[src/rtl/capture_timebase_pkg.sv]
package capture_timebase_pkg;

   typedef enum logic [1:0] {
      CTB_FREE   = 2'd0,
      CTB_SYNC   = 2'd1,
      CTB_HWTRIG = 2'd2,
      CTB_SWTRIG = 2'd3
   } ctb_mode_e;

   function automatic ctb_mode_e ctb_decode(input logic no_src, input logic trig);
      if (trig) return no_src ? CTB_SWTRIG : CTB_HWTRIG;
      return no_src ? CTB_FREE : CTB_SYNC;
   endfunction

   function automatic logic ctb_is_trig(input ctb_mode_e m);
      return (m == CTB_HWTRIG) || (m == CTB_SWTRIG);
   endfunction

endpackage

[src/rtl/ctb_src_select.sv]
module ctb_src_select #(
   parameter int SEL_W   = 5,
   parameter int NUM_SRC = 30
) (
   input  logic [SEL_W-1:0]   sel,
   input  logic [NUM_SRC-1:0] pulses,
   output logic               hit
);
   logic [NUM_SRC-1:0] match;

   for (genvar i = 0; i < NUM_SRC; i++) begin : g_match
      assign match[i] = (sel == SEL_W'(i + 1));
   end

   assign hit = |(match & pulses);
endmodule

[src/rtl/ctb_trig_ctrl.sv]
module ctb_trig_ctrl
   import capture_timebase_pkg::*;
(
   input  logic      clk,
   input  logic      rst_n,
   input  ctb_mode_e mode,
   input  logic      hit,
   input  logic      wr,
   input  logic      wr_val,
   output logic      stat_q
);
   logic stat_d;

   always_comb begin
      stat_d = stat_q;
      if (!ctb_is_trig(mode))             stat_d = 1'b0;
      else if (wr)                        stat_d = wr_val;
      else if (mode == CTB_HWTRIG && hit) stat_d = 1'b1;
   end

   always_ff @(posedge clk) begin
      if (!rst_n) stat_q <= 1'b0;
      else        stat_q <= stat_d;
   end
endmodule

[src/rtl/ctb_count_half.sv]
module ctb_count_half #(
   parameter int W = 16
) (
   input  logic         clk,
   input  logic         rst_n,
   input  logic         clr,
   input  logic         inc,
   output logic [W-1:0] val
);
   always_ff @(posedge clk) begin
      if (!rst_n)   val <= '0;
      else if (clr) val <= '0;
      else if (inc) val <= val + 1'b1;
   end
endmodule

[src/rtl/capture_timebase.sv]
module capture_timebase
   import capture_timebase_pkg::*;
#(
   parameter int HALF_W  = 16,
   parameter int SEL_W   = 5,
   parameter int NUM_SRC = 30,
   parameter bit CASCADE = 1'b0,
   localparam int OUT_W  = CASCADE ? 2 * HALF_W : HALF_W
) (
   input  logic               clk,
   input  logic               rst_n,
   input  logic               tick,
   input  logic [SEL_W-1:0]   src_sel,
   input  logic               trig_mode,
   input  logic [NUM_SRC-1:0] src_pulse,
   input  logic               trig_wr,
   input  logic               trig_wr_val,
   output logic [OUT_W-1:0]   count,
   output logic               trig_stat
);
   if (HALF_W < 2) begin : g_bad_width
      $error("HALF_W must be at least 2");
   end
   if (NUM_SRC < 1 || NUM_SRC > (2 ** SEL_W) - 1) begin : g_bad_src
      $error("NUM_SRC must fit in the nonzero codes of SEL_W");
   end

   ctb_mode_e mode;
   logic      hit;
   logic      run;
   logic      clr;
   logic      inc;

   assign mode = ctb_decode(src_sel == '0, trig_mode);

   ctb_src_select #(.SEL_W(SEL_W), .NUM_SRC(NUM_SRC)) u_sel (
      .sel    (src_sel),
      .pulses (src_pulse),
      .hit    (hit)
   );

   ctb_trig_ctrl u_trig (
      .clk    (clk),
      .rst_n  (rst_n),
      .mode   (mode),
      .hit    (hit),
      .wr     (trig_wr),
      .wr_val (trig_wr_val),
      .stat_q (trig_stat)
   );

   assign run = ctb_is_trig(mode) ? trig_stat : 1'b1;
   assign clr = (mode == CTB_SYNC && hit) || (ctb_is_trig(mode) && !trig_stat);
   assign inc = tick && run;

   if (CASCADE) begin : g_cascade
      logic [HALF_W-1:0] lo;
      logic [HALF_W-1:0] hi;
      logic              carry;

      assign carry = inc && (lo == '1);

      ctb_count_half #(.W(HALF_W)) u_lo (
         .clk (clk), .rst_n (rst_n), .clr (clr), .inc (inc), .val (lo)
      );
      ctb_count_half #(.W(HALF_W)) u_hi (
         .clk (clk), .rst_n (rst_n), .clr (clr), .inc (carry), .val (hi)
      );
      assign count = {hi, lo};
   end else begin : g_single
      ctb_count_half #(.W(HALF_W)) u_cnt (
         .clk (clk), .rst_n (rst_n), .clr (clr), .inc (inc), .val (count)
      );
   end
endmodule

[config.mk]
export PLATFORM = sky130hd
export DESIGN_NAME = capture_timebase
export DESIGN_NICKNAME = d
export VERILOG_FILES = /design/src/rtl/capture_timebase_pkg.sv /design/src/rtl/ctb_src_select.sv /design/src/rtl/ctb_trig_ctrl.sv /design/src/rtl/ctb_count_half.sv /design/src/rtl/capture_timebase.sv
export SDC_FILE = /design/constraint.sdc
export NUM_CORES = 1
export LEC_CHECK = 0
export BUFFER_PORTS_ARGS = -buffer_cell sky130_fd_sc_hd__buf_4
export CAP_MARGIN = 0
export CORE_MARGIN = 2
export CORE_UTILIZATION = 50
export DETAILED_ROUTE_END_ITERATION = 12
export PLACE_DENSITY = 0.85
export SLEW_MARGIN = 10
export SYNTH_ARGS = -nofsm -noshare
export SYNTH_HDL_FRONTEND = slang
export SYNTH_SLANG_ARGS = --single-unit
[constraint.sdc]
create_clock -name clk -period 4.9 [get_ports clk]
set_clock_uncertainty 0.05 [all_clocks]
set_input_delay 0.49 -clock clk [delete_from_list [all_inputs] [get_ports clk]]
set_output_delay 0.49 -clock clk [all_outputs]
set_load 0.02 [all_outputs]
==> reports/metrics.yaml, run 1 <==
fmax_mhz: 440
drt_pass1_iterations: 4
netlist_area_um2: 1260
finalCritPeriodShare: 0.464
critPathSlowestCell: "o221ai_2"
arrival_ns: 2.36
drt-total-wl_um: 3100
setup-violations-final: 0
syn_avg_cell_area_um2: 9.03
fin_util: 0.700
endpoint_kind: "register"
vias: 1287
clockRootBuffer: "clkbuf_4"
die_h_um: 54.3
cp-startpoint: "src_sel[0]"
max-vdd-ir-drop_mv: 0.167
grtUsageMet3: 0.0410
drtIter0Drc: 29
synthTopCellsByArea: "dfxtp_1 (27%), a211oi_2 (9.9%), xnor2_1 (8.3%)"
async_reset_ff_frac: 0
diodes: 0
drc: 0
rr_worst_depth: 5
cp_cell_sequence: "buf_4 > mux2i_1 > a2111oi_0 > nor4_1 > o221ai_2 > a211oi_1"
fin_hold_ws_ns: 0.361
reg2reg_to: "g_single.u_cnt.val[15]"
synth_common_cells: "dfxtp_1 (17), xnor2_1 (12), a211oi_2 (10)"
worstSkewPairLatency_ns: 0.30
n_fill_cell: 206
synth_edf_count: 0
overflow: 0
gr-usage-met1: 0.265
rsz0062_at_grt: "no"
antenna_found_initial: 0
cts_buffers: 3
path_buf_inv: 1
synth-compound-area-share: 0.245
grt_max_degree: 20
slew_headroom: 0.326
grt_usage: 0.224
coreArea_um2: 2430
grt_pass1_vias: 1161
critical_path_depth: 6
drtAntennaViolNets: 0
synth_top_family_by_area: "compound AO/OA/AOI/OAI gates"
crit_type: "input port to register"
final-max-slew-violation-count: 0
cts_buffer_depth: 2
hpwl_um: 2360
synthToLayoutAreaGrowth_pct: 34.8
grt_pass1_wl_um: 4880
busiest_layer: "met2"
status: "finished, final reports clean"
start_util: 0.520
portBuffers: 57
num_io_pins: 58
synth_fa_ha_area_frac: 0.00990
synth-simple-area-share: 0.225
power.density_nw_per_um2: 172
rrSetupSlack_ns: 3.17
worstMarginPinSlew_ns: 1.01
fp.dieW_um: 54.3
worstSetupEndpoint: "g_single.u_cnt.val[7]"
layout-drive-gt1-share: 0.407
fin_nets: 237
cpPeakStageDelay_ns: 0.79
p_leak_uw: 0.000654
dieArea_um2: 2950
synth-seq-area-share: 0.269
wire_per_inst_um: 13.8
cts_setup_buffers: 0
cts_tree: "done"
muxShareOfSynthArea: 0.0752
crit_fanout: 19
yosys_warnings: 0
clkTransAtPathRegs_ns: 0.10
via_per_inst: 5.75
period_needed_ns: 2.27
cts_resized: 0
ys.flop_type: "dfxtp_1"
synthesis.nets: 182
rows: 18
drv_cap: 0
synth.most_common_cell: "dfxtp_1"
crit_path_start_kind: "input port"
yosysTopAreaCell: "dfxtp_1"
synth_cell_types: 42
r2r-start: "g_single.u_cnt.val[5]"
synth_xor_area_frac: 0.104
synth_top_area_share: 0.269
gp_congestion: 0.793
hold_viol: 0
ys_ff_latch: 17
tns_ns: 0
cp.required_ns: 4.99
cp_top_family: "compound AO/OA/AOI/OAI gates"
ctsHoldBuffers: 0
min_path_type: "input port to register"
htreeDepth: 1
met2_usage: 0.410
clock_sink_count: 17
syn-instance-count: 140
[power by group]
| group | internal (uW) | total, uW | switching, uW |
|---|---|---|---|
| Sequential | 139 | 140 | 1.07 |
| Combinational | 37.2 | 74.9 | 37.7 |
| Clock | 30.4 | 76.8 | 46.4 |
| Total | 207 | 292 | 85.2 |
[logic make-up after synthesis]
group,count (synthesis)
AND/OR/NAND/NOR,50
XOR/XNOR,15
adder cells (fa/ha/maj),1
multiplexers,8
buffers and inverters,16
flip-flops,17
AO/OA/AOI/OAI,33
[layout make-up]
class,count,area (um2),share of cell area
timing repair buffer,58,435,0.256
clock buffer,3,22.5,0.0132
inverter,8,30.0,0.0176
tap,30,37.5,0.0220
sequential,17,340,0.200
multi-input combinational,107,832,0.489
clock inverter,1,5.00,0.00294
[per-stage QoR]
step                area [um2]  power, uW  setup WS, ns  std cells
CTS                       1700        295          2.62        224
finish                    1700        292          2.63        224
floorplan                 1260        188          2.85        140
global placement          1680        217          2.43        220
detailed placement        1680        218          2.31        220
global route              1700        307          2.41        224
[layer usage]
metal,part of all wire,vias up
li1,-,634
met1,0.44,603
met2,0.50,44
met3,0.052,6
met4,0.013,0
met5,0,-
[worst min path at each step]
stage                             start            end  slack, ns  cells after the start
final                           trig_wr  u_trig.stat_q       0.36                      2
after global routing            trig_wr  u_trig.stat_q       0.36                      2
after CTS                       trig_wr  u_trig.stat_q       0.36                      2
after detailed placement  u_trig.stat_q  u_trig.stat_q       0.44                      1
after global placement    u_trig.stat_q  u_trig.stat_q       0.45                      1
after floorplan           u_trig.stat_q  u_trig.stat_q       0.57                      1
[cell usage in the layout (no fill, tap or decap), types with 3 or more instances in the layout]
master	netlist	layout
nor2_1	9	9
a211oi_1	6	6
nand3b_1	6	6
nand3_1	5	5
nand2_1	9	9
mux2i_1	5	5
clkbuf_4	0	3
dfxtp_1	17	17
a211oi_2	10	10
buf_4	0	58
inv_1	8	8
xnor2_1	12	12
xor2_1	3	3
a21oi_1	5	5
nor3_1	4	4
nand4_1	3	3
[registers in the layout (all words and copies together), names as in the netlist]
name                flops
g_single.u_cnt.val     16
u_trig.stat_q           1
Power figures use the tool's default switching activity.
==> run 2: changes to the inputs <==
Settings changed: ABC_AREA from default to 1, CORE_ASPECT_RATIO from default to 0.5, CORE_UTILIZATION 50 to 42, PLACE_DENSITY 0.85 to 0.76.
Clock period 4.9 ns to 2.05 ns, I/O delays scaled along.
==> run 2 against run 1 <==
Net effect:
- worst setup slack got worse by 2.3 ns
- total power grew to 2.5 times the previous value
- largest cell class unchanged
- synthesized area decreased by 1.7%
- design area increased by 2.6%
- sequential power is 140% higher
- highest routed layer unchanged
- global-route usage is 4.2 points lower
- clock-buffer cell count did not move
- sequential share of layout area is 0.52 points lower
- synthesized cell count is 44% higher
- first-iteration DRC count increased by 17%
==> reports/metrics.yaml, run 2 <==
power.density_nw_per_um2: 421  # +150%
reg2reg_to: "g_single.u_cnt.val[13]"
layout_common_cells: "buf_4 (57), nand2_1 (54), nor2_1 (33), inv_1 (29), nand3_1 (22)"
cp_top_family: "simple AND/OR/NAND/NOR gates"
cts_tree: "done"
grt_pass1_wl_um: 4980  # +2.1%
cp.required_ns: 2.15  # -2.84 ns
cp_common_cell: "nand2_1"
post-place-ws_ns: 0.342  # -1.97 ns
r2r-start: "u_trig.stat_q"
top_regs: "g_single.u_cnt.val x16, u_trig.stat_q x1"
max-vdd-ir-drop_mv: 0.365  # +120%
syn_avg_cell_area_um2: 6.18  # -32%
worst_slack_ns: 0.342  # -2.29 ns
crit_type: "register to register"
holdPathStages: 5  # +3
final_common_cell: "buf_4"
period_needed_ns: 1.71
vias: 1339  # +4.0%
start_util: 0.460  # -0.0594
cts_resized: 0  # unchanged
clkTransAtPathRegs_ns: 0.07  # -0.03 ns
critPathSlowestCell: "dfxtp_1"
clockPowerShare: 0.333  # +0.070
final-max-slew-violation-count: 0  # unchanged
status: "finished, final reports clean"
layout-drive-gt1-share: 0.314  # -0.0930
rrSetupSlack_ns: 0.34  # -2.83 ns
clock_sink_count: 17  # unchanged
via_per_inst: 4.49  # -22%
p_sw_frac: 0.259  # -0.0329
wire_per_inst_um: 9.54  # -31%
drc: 0  # unchanged
drt-total-wl_um: 2840  # -8.1%
ys_ff_latch: 17  # unchanged
ctsHoldBuffers: 0  # unchanged
path_buf_inv: 1  # unchanged
worstSkewPairLatency_ns: 0.25  # -0.05 ns
cts_buffer_depth: 2  # unchanged
slew_headroom: 0.710  # +0.384
setup-violations-final: 0  # unchanged
synth_cell_types: 24  # -43%
overflow: 0  # unchanged
finalCritPeriodShare: 0.833
rows: 13  # -5
num_io_pins: 58  # unchanged
grt_max_degree: 17  # -15%
arrival_ns: 1.81  # -0.55 ns
synth_common_cells: "nand2_1 (54), nor2_1 (33), inv_1 (29)"
diodes: 0  # unchanged
cp_cell_sequence: "inv_1 > nand2_1 > nand2_1 > nor2_1 > nand2_1 > nor3_1 > nand2_1 > xor2_1 > nor2_2"
drt_pass1_iterations: 4  # unchanged
grt_usage: 0.182  # -0.0417
cts_setup_buffers: 0  # unchanged
endpoint_kind: "register"
fp.dieW_um: 80.9  # +49%
cts_buffers: 3  # unchanged
portBuffers: 57  # unchanged
fmax_mhz: 586
synthTopCellsByArea: "dfxtp_1 (27%), nand2_1 (16%), nor2_1 (10%)"
synthesis.nets: 243  # +34%
seqCellArea_um2: 340  # unchanged
grt_pass1_vias: 1220  # +5.1%
top_register: "g_single.u_cnt.val"
power_frac_seq: 0.455  # -0.026
p_leak_uw: 0.000884  # +35%
antenna_found_initial: 0  # unchanged
min_path_type: "input port to register"
tns_ns: 0  # unchanged
hpwl_um: 2390  # +1.2%
gp_congestion: 0.931  # +17%
intPower_uw: 546  # +160%
netlist_area_um2: 1240  # -1.7%
crit_fanout: 5  # -14
syn-instance-count: 201  # +44%
synth_edf_count: 0  # unchanged
worstHoldStart: "trig_wr"
largest_reg_flops: 16  # unchanged
dieArea_um2: 3440  # +17%
n_fill_cell: 266  # +29%
min_to: "u_trig.stat_q"
yosys_warnings: 0  # unchanged
synth.most_common_cell: "nand2_1"
drtAntennaViolNets: 0  # unchanged
drtIter0Drc: 34  # +17%
final_cells: 298  # +33%
comb_power_share: 0.212  # -0.044
worstMarginPinSlew_ns: 0.433  # -0.578 ns
hold_viol: 0  # unchanged
die_h_um: 42.5  # -22%
synth_top_area_share: 0.274  # +0.00461
htreeDepth: 1  # unchanged
rr_worst_depth: 9  # +4
switchingPower_uw: 190  # +120%
fin_hold_ws_ns: 0.210  # -0.152 ns
fin_nets: 304  # +28%
drv_cap: 0  # unchanged
synth-seq-area-share: 0.274  # +0.00461
coreArea_um2: 2700  # +11%
place_inst: 294  # +34%
ys.flop_type: "dfxtp_1"
clockRootBuffer: "clkbuf_8"
multi_input_area_um2: 774  # -6.9%
cpPeakStageDelay_ns: 0.34  # -0.45 ns
async_reset_ff_frac: 0  # unchanged
yosysTopAreaCell: "dfxtp_1"
synthToLayoutAreaGrowth_pct: 40.7
rsz0062_at_grt: "no"
crit_path_start_kind: "register"
run 2: worst max-delay path by stage:
stage | start | cells after the start | slack, ns | end
2_1_floorplan | g_single.u_cnt.val[0] | 8 | 0.39 | g_single.u_cnt.val[14]
3_3_place_gp | u_trig.stat_q | 9 | 0.36 | g_single.u_cnt.val[13]
3_5_place_dp | u_trig.stat_q | 9 | 0.34 | g_single.u_cnt.val[13]
4_1_cts | u_trig.stat_q | 9 | 0.32 | g_single.u_cnt.val[13]
5_1_grt | u_trig.stat_q | 9 | 0.07 | g_single.u_cnt.val[13]
6_report | u_trig.stat_q | 9 | 0.34 | g_single.u_cnt.val[13]
run 2: power groups by stage:
stage | Sequential (uW) | Combinational [uW] | Clock, uW
after floorplan | 345 | 75.5 | 0
after global placement | 342 | 155 | 0
after detailed placement | 343 | 157 | 0
after CTS | 335 | 158 | 251
after global routing | 335 | 175 | 265
final | 335 | 156 | 245
run 2: cell families (layout without fill, tap and decap cells):
group           after synthesis  after routing  synth area share
simple gates                134            134             0.493
buf+inv                      31             91             0.103
flops                        17             17             0.274
xor+xnor                     13             13            0.0916
compound gates                4              4            0.0191
fa+ha+maj                     1              1            0.0101
mux                           1              1           0.00906
run 2: metal layers:
layer | global-route usage | share of wire | vias up
met5 | 0 | 0 | -
met1 | 0.233 | 0.46 | 557
met4 | 0.0610 | 0.014 | 0
met2 | 0.311 | 0.47 | 44
met3 | 0.0323 | 0.064 | 5
li1 | - | - | 733
run 2: area by class of cell:
class,count,area share
timing repair buffer,57,0.245
tap,37,0.0265
clock buffer,3,0.0236
sequential,17,0.195
multi-input combinational,153,0.443
clock inverter,1,0.00286
inverter,30,0.0644
run 2: tightest hold or removal path, cell delays in order:
cell	delay, ns
buf_4	0.07
inv_1	0.04
nand2_1	0.05
o21ai_0	0.07
inv_1	0.04
run 2: metrics by stage:
stage | power (uW) | utilization | area (um2)
after global placement | 497 | 0.630 | 1700
after floorplan | 421 | - | 1240
after detailed placement | 500 | 0.630 | 1700
after CTS | 743 | 0.647 | 1750
final | 736 | 0.647 | 1750
after global routing | 775 | 0.647 | 1750
